## config.mk

```make
export PLATFORM = sky130hd
export DESIGN_NAME = pirq_active_clr
export DESIGN_NICKNAME = d
export VERILOG_FILES = /design/src/rtl/pirq_active_clr_pkg.sv /design/src/rtl/pirq_aclr_decode.sv /design/src/rtl/pirq_aclr_view.sv /design/src/rtl/pirq_aclr_state.sv /design/src/rtl/pirq_aclr_readback.sv /design/src/rtl/pirq_active_clr.sv
export SDC_FILE = /design/constraint.sdc
export NUM_CORES = 1
export LEC_CHECK = 0
export ABC_CLOCK_PERIOD_IN_PS = 5890
export BUFFER_PORTS_ARGS = -buffer_cell sky130_fd_sc_hd__buf_2
export CORE_AREA = 2 2 157 159
export CTS_BUF_LIST = sky130_fd_sc_hd__clkbuf_8
export DETAILED_ROUTE_END_ITERATION = 16
export DIE_AREA = 0 0 159 161
export RECOVER_POWER = 50
export SLEW_MARGIN = 20
export SYNTH_ARGS = -nofsm -noshare
export SYNTH_HDL_FRONTEND = slang
export SYNTH_HIERARCHICAL = 1
export SYNTH_SLANG_ARGS = --single-unit
```

## constraint.sdc

```tcl
create_clock -name clk -period 5.89 [get_ports clk]
set_input_delay 0 -clock clk [delete_from_list [all_inputs] [get_ports clk]]
set_output_delay 0 -clock clk [all_outputs]
set_load 0.05 [all_outputs]
```

## src/rtl/pirq_active_clr_pkg.sv

```systemverilog
package pirq_active_clr_pkg;

  localparam int unsigned WORD_W      = 32;
  localparam int unsigned EXT_BASE_ID = 1024;

  // access attributes carried together through the bank
  typedef struct packed {
    logic rd;
    logic wr;
    logic nonsec;
  } acc_t;

  // word index holding interrupt id
  function automatic int unsigned word_of_id(int unsigned id);
    return (id - EXT_BASE_ID) / WORD_W;
  endfunction

  // bit position of interrupt id inside its word
  function automatic int unsigned bit_of_id(int unsigned id);
    return (id - EXT_BASE_ID) % WORD_W;
  endfunction

  // byte offset of word n in the frame
  function automatic int unsigned offset_of_word(int unsigned n, int unsigned frame_base);
    return frame_base + 4 * n;
  endfunction

  // whether one bit may be seen and cleared by the current access
  function automatic logic bit_visible(logic impl, logic grp_ns, logic nonsec,
                                       logic sec_dis, logic route_s, logic route_ns);
    logic routed;
    logic sec_hidden;
    routed     = grp_ns ? route_ns : route_s;
    sec_hidden = nonsec & ~sec_dis & ~grp_ns;
    return impl & routed & ~sec_hidden;
  endfunction

endpackage

```

## src/rtl/pirq_aclr_decode.sv

```systemverilog
module pirq_aclr_decode #(
  parameter int unsigned ADDR_W     = 16,
  parameter int unsigned NUM_REGS   = 2,
  parameter int unsigned FIRST_N    = 1,
  parameter int unsigned FRAME_BASE = 32'h380
) (
  input  logic [ADDR_W-1:0]   addr,
  output logic [NUM_REGS-1:0] sel,
  output logic                hit
);
  import pirq_active_clr_pkg::*;

  for (genvar k = 0; k < NUM_REGS; k++) begin : g_word
    localparam int unsigned OFS = offset_of_word(FIRST_N + k, FRAME_BASE);
    assign sel[k] = (addr == ADDR_W'(OFS));
  end

  assign hit = |sel;

endmodule

```

## src/rtl/pirq_aclr_view.sv

```systemverilog
module pirq_aclr_view #(
  parameter int unsigned      N         = 64,
  parameter logic [N-1:0]     IMPL_MASK = '1
) (
  input  logic         nonsec,
  input  logic         sec_disable,
  input  logic         route_sec_en,
  input  logic         route_nsec_en,
  input  logic [N-1:0] grp_ns,
  output logic [N-1:0] vis,
  output logic [N-1:0] sec_hidden
);
  import pirq_active_clr_pkg::*;

  for (genvar i = 0; i < N; i++) begin : g_bit
    assign vis[i] = bit_visible(IMPL_MASK[i], grp_ns[i], nonsec, sec_disable,
                                route_sec_en, route_nsec_en);
    assign sec_hidden[i] = nonsec & ~sec_disable & ~grp_ns[i];
  end

endmodule

```

## src/rtl/pirq_aclr_state.sv

```systemverilog
module pirq_aclr_state #(
  parameter int unsigned  N         = 64,
  parameter logic [N-1:0] IMPL_MASK = '1
) (
  input  logic         clk,
  input  logic         rst_n,
  input  logic [N-1:0] set_ev,
  input  logic [N-1:0] clr_ev,
  output logic [N-1:0] active_q
);

  logic [N-1:0] set_eff;   // activations that will land
  logic [N-1:0] active_d;

  assign set_eff  = set_ev & ~clr_ev & IMPL_MASK;
  assign active_d = (active_q | set_eff) & ~clr_ev & IMPL_MASK;

  always_ff @(posedge clk) begin
    if (!rst_n) active_q <= '0;
    else        active_q <= active_d;
  end

  // a clear always leaves the bit inactive
  a_r4_clear_takes: assert property (@(posedge clk) disable iff (!rst_n)
    (|clr_ev) |=> ((active_q & $past(clr_ev)) == '0));

  // no flag drops without a clear
  a_r4_no_spurious_drop: assert property (@(posedge clk) disable iff (!rst_n)
    (|active_q) |=> ((($past(active_q) & ~active_q) & ~$past(clr_ev)) == '0));

  // an uncontested activation of a built bit lands
  a_r2_set_lands: assert property (@(posedge clk) disable iff (!rst_n)
    (|set_eff) |=> ((active_q & $past(set_eff)) == $past(set_eff)));

  // unbuilt bits never turn active
  a_r8_unimpl_quiet: assert property (@(posedge clk) disable iff (!rst_n)
    (|(set_ev & ~IMPL_MASK)) |=> ((active_q & ~IMPL_MASK) == '0));

endmodule

```

## src/rtl/pirq_aclr_readback.sv

```systemverilog
module pirq_aclr_readback #(
  parameter int unsigned NUM_REGS = 2,
  parameter int unsigned W        = 32,
  localparam int unsigned N       = NUM_REGS * W
) (
  input  logic                clk,
  input  logic                rst_n,
  input  logic                ren,
  input  logic                hit,
  input  logic [NUM_REGS-1:0] sel,
  input  logic [N-1:0]        active_q,
  input  logic [N-1:0]        vis,
  output logic [W-1:0]        rd_q
);

  logic [W-1:0] word_mux;
  logic [W-1:0] vis_mux;

  always_comb begin
    word_mux = '0;
    vis_mux  = '0;
    for (int k = 0; k < NUM_REGS; k++) begin
      word_mux |= active_q[k*W +: W] & vis[k*W +: W] & {W{sel[k]}};
      vis_mux  |= vis[k*W +: W] & {W{sel[k]}};
    end
  end

  always_ff @(posedge clk) begin
    if (!rst_n)         rd_q <= '0;
    else if (ren & hit) rd_q <= word_mux;
    else                rd_q <= '0;
  end

  // a miss or an idle cycle yields zero data
  a_r10_miss_reads_zero: assert property (@(posedge clk) disable iff (!rst_n)
    !(ren && hit) |=> (rd_q == '0));

  // filtered bits never appear in read data
  a_r6_hidden_bits_zero: assert property (@(posedge clk) disable iff (!rst_n)
    (ren && hit) |=> ((rd_q & ~$past(vis_mux)) == '0));

endmodule

```

## src/rtl/pirq_active_clr.sv

```systemverilog
module pirq_active_clr #(
  parameter int unsigned ADDR_W     = 16,
  parameter int unsigned NUM_REGS   = 2,
  parameter int unsigned FIRST_N    = 1,
  parameter int unsigned FRAME_BASE = 32'h380,
  parameter logic [NUM_REGS*32-1:0] IMPL_MASK = '1
) (
  input  logic                     clk,
  input  logic                     rst_n,
  input  logic [ADDR_W-1:0]        reg_addr,
  input  logic [31:0]              reg_wdata,
  input  logic                     reg_wen,
  input  logic                     reg_ren,
  input  logic                     reg_nonsec,
  input  logic                     sec_disable,
  input  logic                     route_sec_en,
  input  logic                     route_nsec_en,
  input  logic [NUM_REGS*32-1:0]   irq_nsgroup,
  input  logic [NUM_REGS*32-1:0]   act_set,
  input  logic [NUM_REGS*32-1:0]   pend_in,
  output logic [31:0]              rd_data,
  output logic [NUM_REGS*32-1:0]   active_out,
  output logic [NUM_REGS*32-1:0]   act_pend_out
);
  import pirq_active_clr_pkg::*;

  localparam int unsigned W = WORD_W;
  localparam int unsigned N = NUM_REGS * W;

  acc_t                acc;
  logic [NUM_REGS-1:0] sel;
  logic                hit;
  logic [N-1:0]        vis;
  logic [N-1:0]        sec_hidden;
  logic [N-1:0]        clr_ev;     // software clears, already filtered
  logic [N-1:0]        active_q;

  assign acc = '{rd: reg_ren, wr: reg_wen, nonsec: reg_nonsec};

  pirq_aclr_decode #(
    .ADDR_W(ADDR_W), .NUM_REGS(NUM_REGS), .FIRST_N(FIRST_N), .FRAME_BASE(FRAME_BASE)
  ) u_decode (
    .addr(reg_addr), .sel(sel), .hit(hit)
  );

  pirq_aclr_view #(.N(N), .IMPL_MASK(IMPL_MASK)) u_view (
    .nonsec(acc.nonsec), .sec_disable(sec_disable),
    .route_sec_en(route_sec_en), .route_nsec_en(route_nsec_en),
    .grp_ns(irq_nsgroup), .vis(vis), .sec_hidden(sec_hidden)
  );

  for (genvar k = 0; k < NUM_REGS; k++) begin : g_clr
    assign clr_ev[k*W +: W] = {W{acc.wr & sel[k]}} & reg_wdata & vis[k*W +: W];
  end

  pirq_aclr_state #(.N(N), .IMPL_MASK(IMPL_MASK)) u_state (
    .clk(clk), .rst_n(rst_n), .set_ev(act_set), .clr_ev(clr_ev), .active_q(active_q)
  );

  pirq_aclr_readback #(.NUM_REGS(NUM_REGS), .W(W)) u_read (
    .clk(clk), .rst_n(rst_n), .ren(acc.rd), .hit(hit), .sel(sel),
    .active_q(active_q), .vis(vis), .rd_q(rd_data)
  );

  assign active_out   = active_q;
  assign act_pend_out = active_q & pend_in;

  // a non-secure clear aimed at a secure-group bit leaves it unchanged
  a_r6_secure_kept: assert property (@(posedge clk) disable iff (!rst_n)
    (acc.wr && hit && |(active_q & sec_hidden)) |=>
      ((($past(active_q) & $past(sec_hidden)) & ~active_q) == '0));

  // writes that miss every word never clear a flag
  a_r10_miss_write_quiet: assert property (@(posedge clk) disable iff (!rst_n)
    (acc.wr && !hit) |=> ((($past(active_q)) & ~active_q) == '0));

endmodule

```

==> flow_summary_export.csv, run 1 <==
group,metric,value,unit
timing,rsz0062_at_grt,"false",
yosys,syn_area,5502,µm²
timing,slew_viol_final,0,
hold_path,hold_class,"input pin to flop",
timing,fin_worst_skew,0.01646,ns
worst_setup_path,critPathCaptureType,"flop",
worst_setup_path,start_kind,"input pin",
clock_tree,path_clk_slew,0.11,ns
clock_tree,cts_hold_buf,155,
clock_tree,tritoncts,"built",
worst_setup_path,cp_data_required_time,6.21,ns
place,io_buffers,407,
routing,drc_errors,0,
run_status,outcome,"complete, no violations",
layout,multi_input_area,3248,µm²
worst_setup_path,crit_arrival,2.75,ns
worst_setup_path,r2r-start,"u_state/active_q[30]",
layout,seqCellArea,1922,µm²
timing,final-hold-violation-count,0,
layout,drive_above_1_share,25.24,%
clock_tree,clock-sinks,96,
worst_setup_path,crit_type,"input pin to flop",
timing,finalCriticalPeriod,2.430,ns
yosys,synthCells,701,
clock_tree,cts_made_buffers,9,
job,drv_cap,0,
routing,num_vias,7185,
routing,ant_nets,0,
layout,fin_nets,1479,
layout,syn_to_final_growth,67.91,%
clock_tree,cts_resized,0,
routing,drt-wirelength-per-cell,15.18,µm
timing,worst_slack,3.460,ns
grt,grt_pass1_wl,36380,µm
floorplan,fp.coreArea,23960,µm²
worst_setup_path,cp_slowest_cell,"nand3_2",
routing,wl,23710,µm
layout,final.fill_count,2578,
worst_setup_path,crit_fanout,32,
power,ir_worst_vdd,0.00008397,V
grt,grt-ovfl-total,0,
timing,fmaxAchievable,411.5,MHz
worst_setup_path,crit_family,"simple AND/OR/NAND/NOR gates",
routing,drt-initial-drc-count,354,
grt,grt_pass1_vias,7167,
place,post-place-ws,3.601,ns
floorplan,num_rows,57,
place,globalplace.congestion,0.8360,
power,p_per_area,184.6,nW/µm²
grt,track_usage,17.55,%
clock_tree,cts_root_buffer,"clkbuf_8",
place,hpwl,15320,µm
floorplan,io_pins,408,
floorplan,die-area,25600,µm²
floorplan,die_x,159,µm
power,p_leak,3.981,nW
worst_setup_path,critPathBufInv,2,
floorplan,start_util,22.96,%
worst_setup_path,slowest_delay,0.81,ns
clock_tree,clock_latency,0.38,ns
clock_tree,post_cts_buffers,0,
worst_setup_path,path_cells,"buf_2 > nor4_1 > nand4_1 > a2111oi_2 > nand3_2 > a21oi_1 > dlygate4sd3_1",
worst_setup_path,critPathLaunch,"reg_addr[10]",
yosys,synth_nets,949,
hold_path,worstHoldStart,"irq_nsgroup[0]",
grt,grt_antenna_before_repair,1,
timing,tightest_slew,0.9868,ns
clock_tree,htree_levels,3,
grt,grt_max_degree,66,
layout,final_util,38.55,%
clock_tree,clock_path_buffers,2,
routing,via_per_inst,4.600,
floorplan,die_h,161,µm
timing,tns,0,ns
timing,setup_viol,0,
timing,fin_crit_sh,41.26,%
yosys,avgSynthCellArea,7.848,µm²
yosys,yosysWarnings,6,
timing,slew_headroom,34.14,%
routing,drt-pass1-iter-count,5,
## layout make-up
class                      instances  area share (%)
clock buffer                      10           1.490
sequential                        96           20.80
antenna                            2         0.05418
timing repair buffer             568           37.63
multi-input combinational        556           35.16
clock inverter                     6          0.4741
tap                              324           4.388
## flip-flops by register name, summed over array words and instances, names as in the netlist
register and count:
u_state/active_q 64, u_read/rd_q 32
## per-layer routing
layer,track usage (%),up-vias,wire (µm)
met5,0,-,0
met1,19.65,3299,9438
met2,32.49,350,11830
met3,4.314,34,1903
li1,-,3502,-
met4,5.992,0,544
## where the power goes
part / internal [mW] / switching [mW]
Clock: 0.168 / 0.262
Combinational: 0.213 / 0.345
Sequential: 0.680 / 0.0352
Total: 1.06 / 0.643
## worst reg2reg max path: stages (launching register included)
cell and delay (ns):
dfxtp_1 0.46, nor2_1 0.07, nor3b_1 0.20, dlygate4sd3_1 0.59
## worst paths after layout
path | end | slack, ns | cells after the start
worst max-delay path | u_read/rd_q[18] | 3.46 | 7
worst min register to register | u_read/rd_q[4] | 0.52 | 2
worst max register to register | u_state/active_q[30] | 4.52 | 3
worst min-delay path | u_read/rd_q[0] | 0.04 | 5
## cells in the final DEF, fill, tap and decap left out, drive strengths merged
master,n
nor4,3
nand3,65
dfxtp,96
inv,3
nor2,65
nand2,64
or4,1
buf,285
clkinv,3
dlygate4sd3,155
and4,64
a21oi,32
nor3b,64
o21ai,64
diode,2
nand2b,67
a2111oi,1
and2,64
clkbuf,138
nor2b,1
nand4,1
## through the flow
stage          hold WS, ns  cell area (µm²)  cells  total power [mW]
6_report           0.03828             9238   1562             1.705
5_1_grt            0.02102             9233   1560             1.794
4_1_cts          0.0004136             9390   1560             1.741
3_5_place_dp        0.2896             7657   1389             1.208
3_3_place_gp        0.2862             7657   1389             1.205
2_1_floorplan       0.1642             5502    701             1.038
Power figures use the tool's default switching activity.
==> inputs of run 2 (changes only) <==
ABC_CLOCK_PERIOD_IN_PS = 2300   (was 5890)
clock period = 2.3 ns   (was 5.89 ns; I/O delays follow)
==> flow_summary_export.csv, run 2 (synthesized netlist as in run 1, its figures left out) <==
group,metric,value,unit
power,p_sw,1.642,mW
power,p_per_area,469.3,nW/µm²
timing,final-hold-violation-count,0,
power,p_leak,3.944,nW
timing,finalCriticalPeriod,1.954,ns
place,io_buffers,407,
grt,track_usage,17.66,%
layout,largest-register,"u_state/active_q",
clock_tree,cts_made_buffers,9,
clock_tree,cts_root_buffer,"clkbuf_8",
timing,slew_headroom,56.14,%
layout,mostFrequentLayoutCell,"buf_2",
worst_setup_path,crit_end,"u_state/active_q[46]",
grt,grt_antenna_before_repair,1,
clock_tree,cts_resized,0,
clock_tree,clock-sinks,96,
clock_tree,cts_hold_buf,144,
power,ir_worst_vdd,0.0001793,V
floorplan,num_rows,57,
clock_tree,tritoncts,"built",
worst_setup_path,crit_arrival,2.21,ns
timing,fin_worst_skew,0.01740,ns
clock_tree,htree_levels,3,
timing,setup_viol,0,
timing,fin_crit_sh,84.95,%
hold_path,hold_class,"input pin to flop",
routing,drt-initial-drc-count,453,
layout,reg_top3,"u_state/active_q: 64 flops, u_read/rd_q: 32 flops",
worst_setup_path,crit_fanout,64,
timing,rsz0062_at_grt,"false",
worst_setup_path,crit_type,"input pin to flop",
worst_setup_path,cp_data_required_time,2.56,ns
worst_setup_path,r2r-start,"u_state/active_q[30]",
clock_tree,post_cts_buffers,0,
floorplan,fp.coreArea,23960,µm²
power,comb_power_share,33.3,%
routing,drt-wirelength-per-cell,15.34,µm
power,p_sw_share,38.01,%
place,post-place-ws,0.5175,ns
floorplan,die-area,25600,µm²
routing,via_per_inst,4.656,
floorplan,die_h,161,µm
layout,drive_above_1_share,25.49,%
hold_path,worstHoldStart,"irq_nsgroup[19]",
clock_tree,path_clk_slew,0.11,ns
floorplan,start_util,22.96,%
grt,grt_max_degree,65,
worst_setup_path,regToRegEndpoint,"u_state/active_q[30]",
layout,largest_reg_flops,64,
timing,worst_slack,0.3462,ns
power,pwr-share-clk,24.3,%
power,p_total,4.320,mW
routing,num_vias,7230,
layout,fin_nets,1471,
timing,slew_viol_final,0,
worst_setup_path,start_kind,"input pin",
place,hpwl,15780,µm
timing,fmaxAchievable,511.8,MHz
run_status,outcome,"complete, no violations",
clock_tree,clock_latency,0.38,ns
grt,grt_pass1_wl,36420,µm
timing,tightest_slew,0.6607,ns
layout,final_cell_mix,"279 x buf_2, 144 x dlygate4sd3_1, 128 x clkbuf_1",
place,globalplace.congestion,0.8249,
routing,ant_nets,0,
routing,drt-pass1-iter-count,6,
routing,drc_errors,0,
clock_tree,clock_path_buffers,2,
job,drv_cap,0,
grt,grt-ovfl-total,0,
power,power.share.sequential,42.4,%
worst_setup_path,critPathLaunch,"reg_addr[1]",
layout,syn_to_final_growth,67.32,%
floorplan,io_pins,408,
worst_setup_path,ff2ff_setup_slack,0.95,ns
power,internal_power,2.678,mW
worst_setup_path,critPathCaptureType,"flop",
routing,wl,23830,µm
grt,grt_pass1_vias,7151,
worst_setup_path,ff2ff_path_depth,3,
timing,tns,0,ns
floorplan,die_x,159,µm
-- run 2: worst min-delay path by stage --
stage / end / slack [ns] / depth (start not counted)
floorplan: u_state/active_q[63] / 0.16 / 1
global placement: u_state/active_q[0] / 0.28 / 3
detailed placement: u_state/active_q[31] / 0.29 / 3
CTS: u_read/rd_q[19] / 0.00005 / 5
global route: u_read/rd_q[19] / 0.02 / 5
finish: u_read/rd_q[19] / 0.03 / 5
-- run 2: cell type report --
| class | instances | area (µm²) |
|---|---|---|
| Antenna cell | 1 | 2.502 |
| Clock buffer | 9 | 123.9 |
| Clock inverter | 7 | 42.54 |
| Fill cell | 2601 | 14760 |
| Multi-Input combinational cell | 556 | 3248 |
| Sequential cell | 96 | 1922 |
| Tap cell | 324 | 405.4 |
| Timing Repair Buffer | 560 | 3461 |
-- run 2: critical path, stage by stage --
cell and delay (ns):
buf_2 0.11, or4_4 0.55, nor4_2 0.36, buf_12 0.31, and4_1 0.24, nor3b_1 0.05
dlygate4sd3_1 0.55
-- run 2: power groups by stage --
stage | Sequential [mW] | Clock, mW | Combinational [mW]
2_1_floorplan | 2.12 | 0 | 0.540
3_3_place_gp | 1.87 | 0 | 1.24
3_5_place_dp | 1.87 | 0 | 1.24
4_1_cts | 1.83 | 1.10 | 1.46
5_1_grt | 1.85 | 1.16 | 1.53
6_report | 1.83 | 1.05 | 1.44
-- run 2: per-stage QoR --
| step | util, % | cell area [µm²] | cells | hold slack (ns) |
|---|---|---|---|---|
| global route | 38.41 | 9205 | 1553 | 0.01777 |
| detailed placement | 32.36 | 7755 | 1392 | 0.2883 |
| CTS | 39.07 | 9363 | 1552 | 0.00005235 |
| global placement | 32.36 | 7755 | 1392 | 0.2828 |
| finish | 38.41 | 9205 | 1553 | 0.02941 |
| floorplan | - | 5502 | 701 | 0.1642 |
-- run 2: per-layer routing --
| metal | vias up | share of wire, % | global-route usage, % |
|---|---|---|---|
| met2 | 365 | 51 | 32.31 |
| met3 | 38 | 7.5 | 3.724 |
| met4 | 0 | 2.3 | 6.860 |
| met1 | 3333 | 40 | 20.12 |
| met5 | - | 0 | 0 |
| li1 | 3494 | - | - |
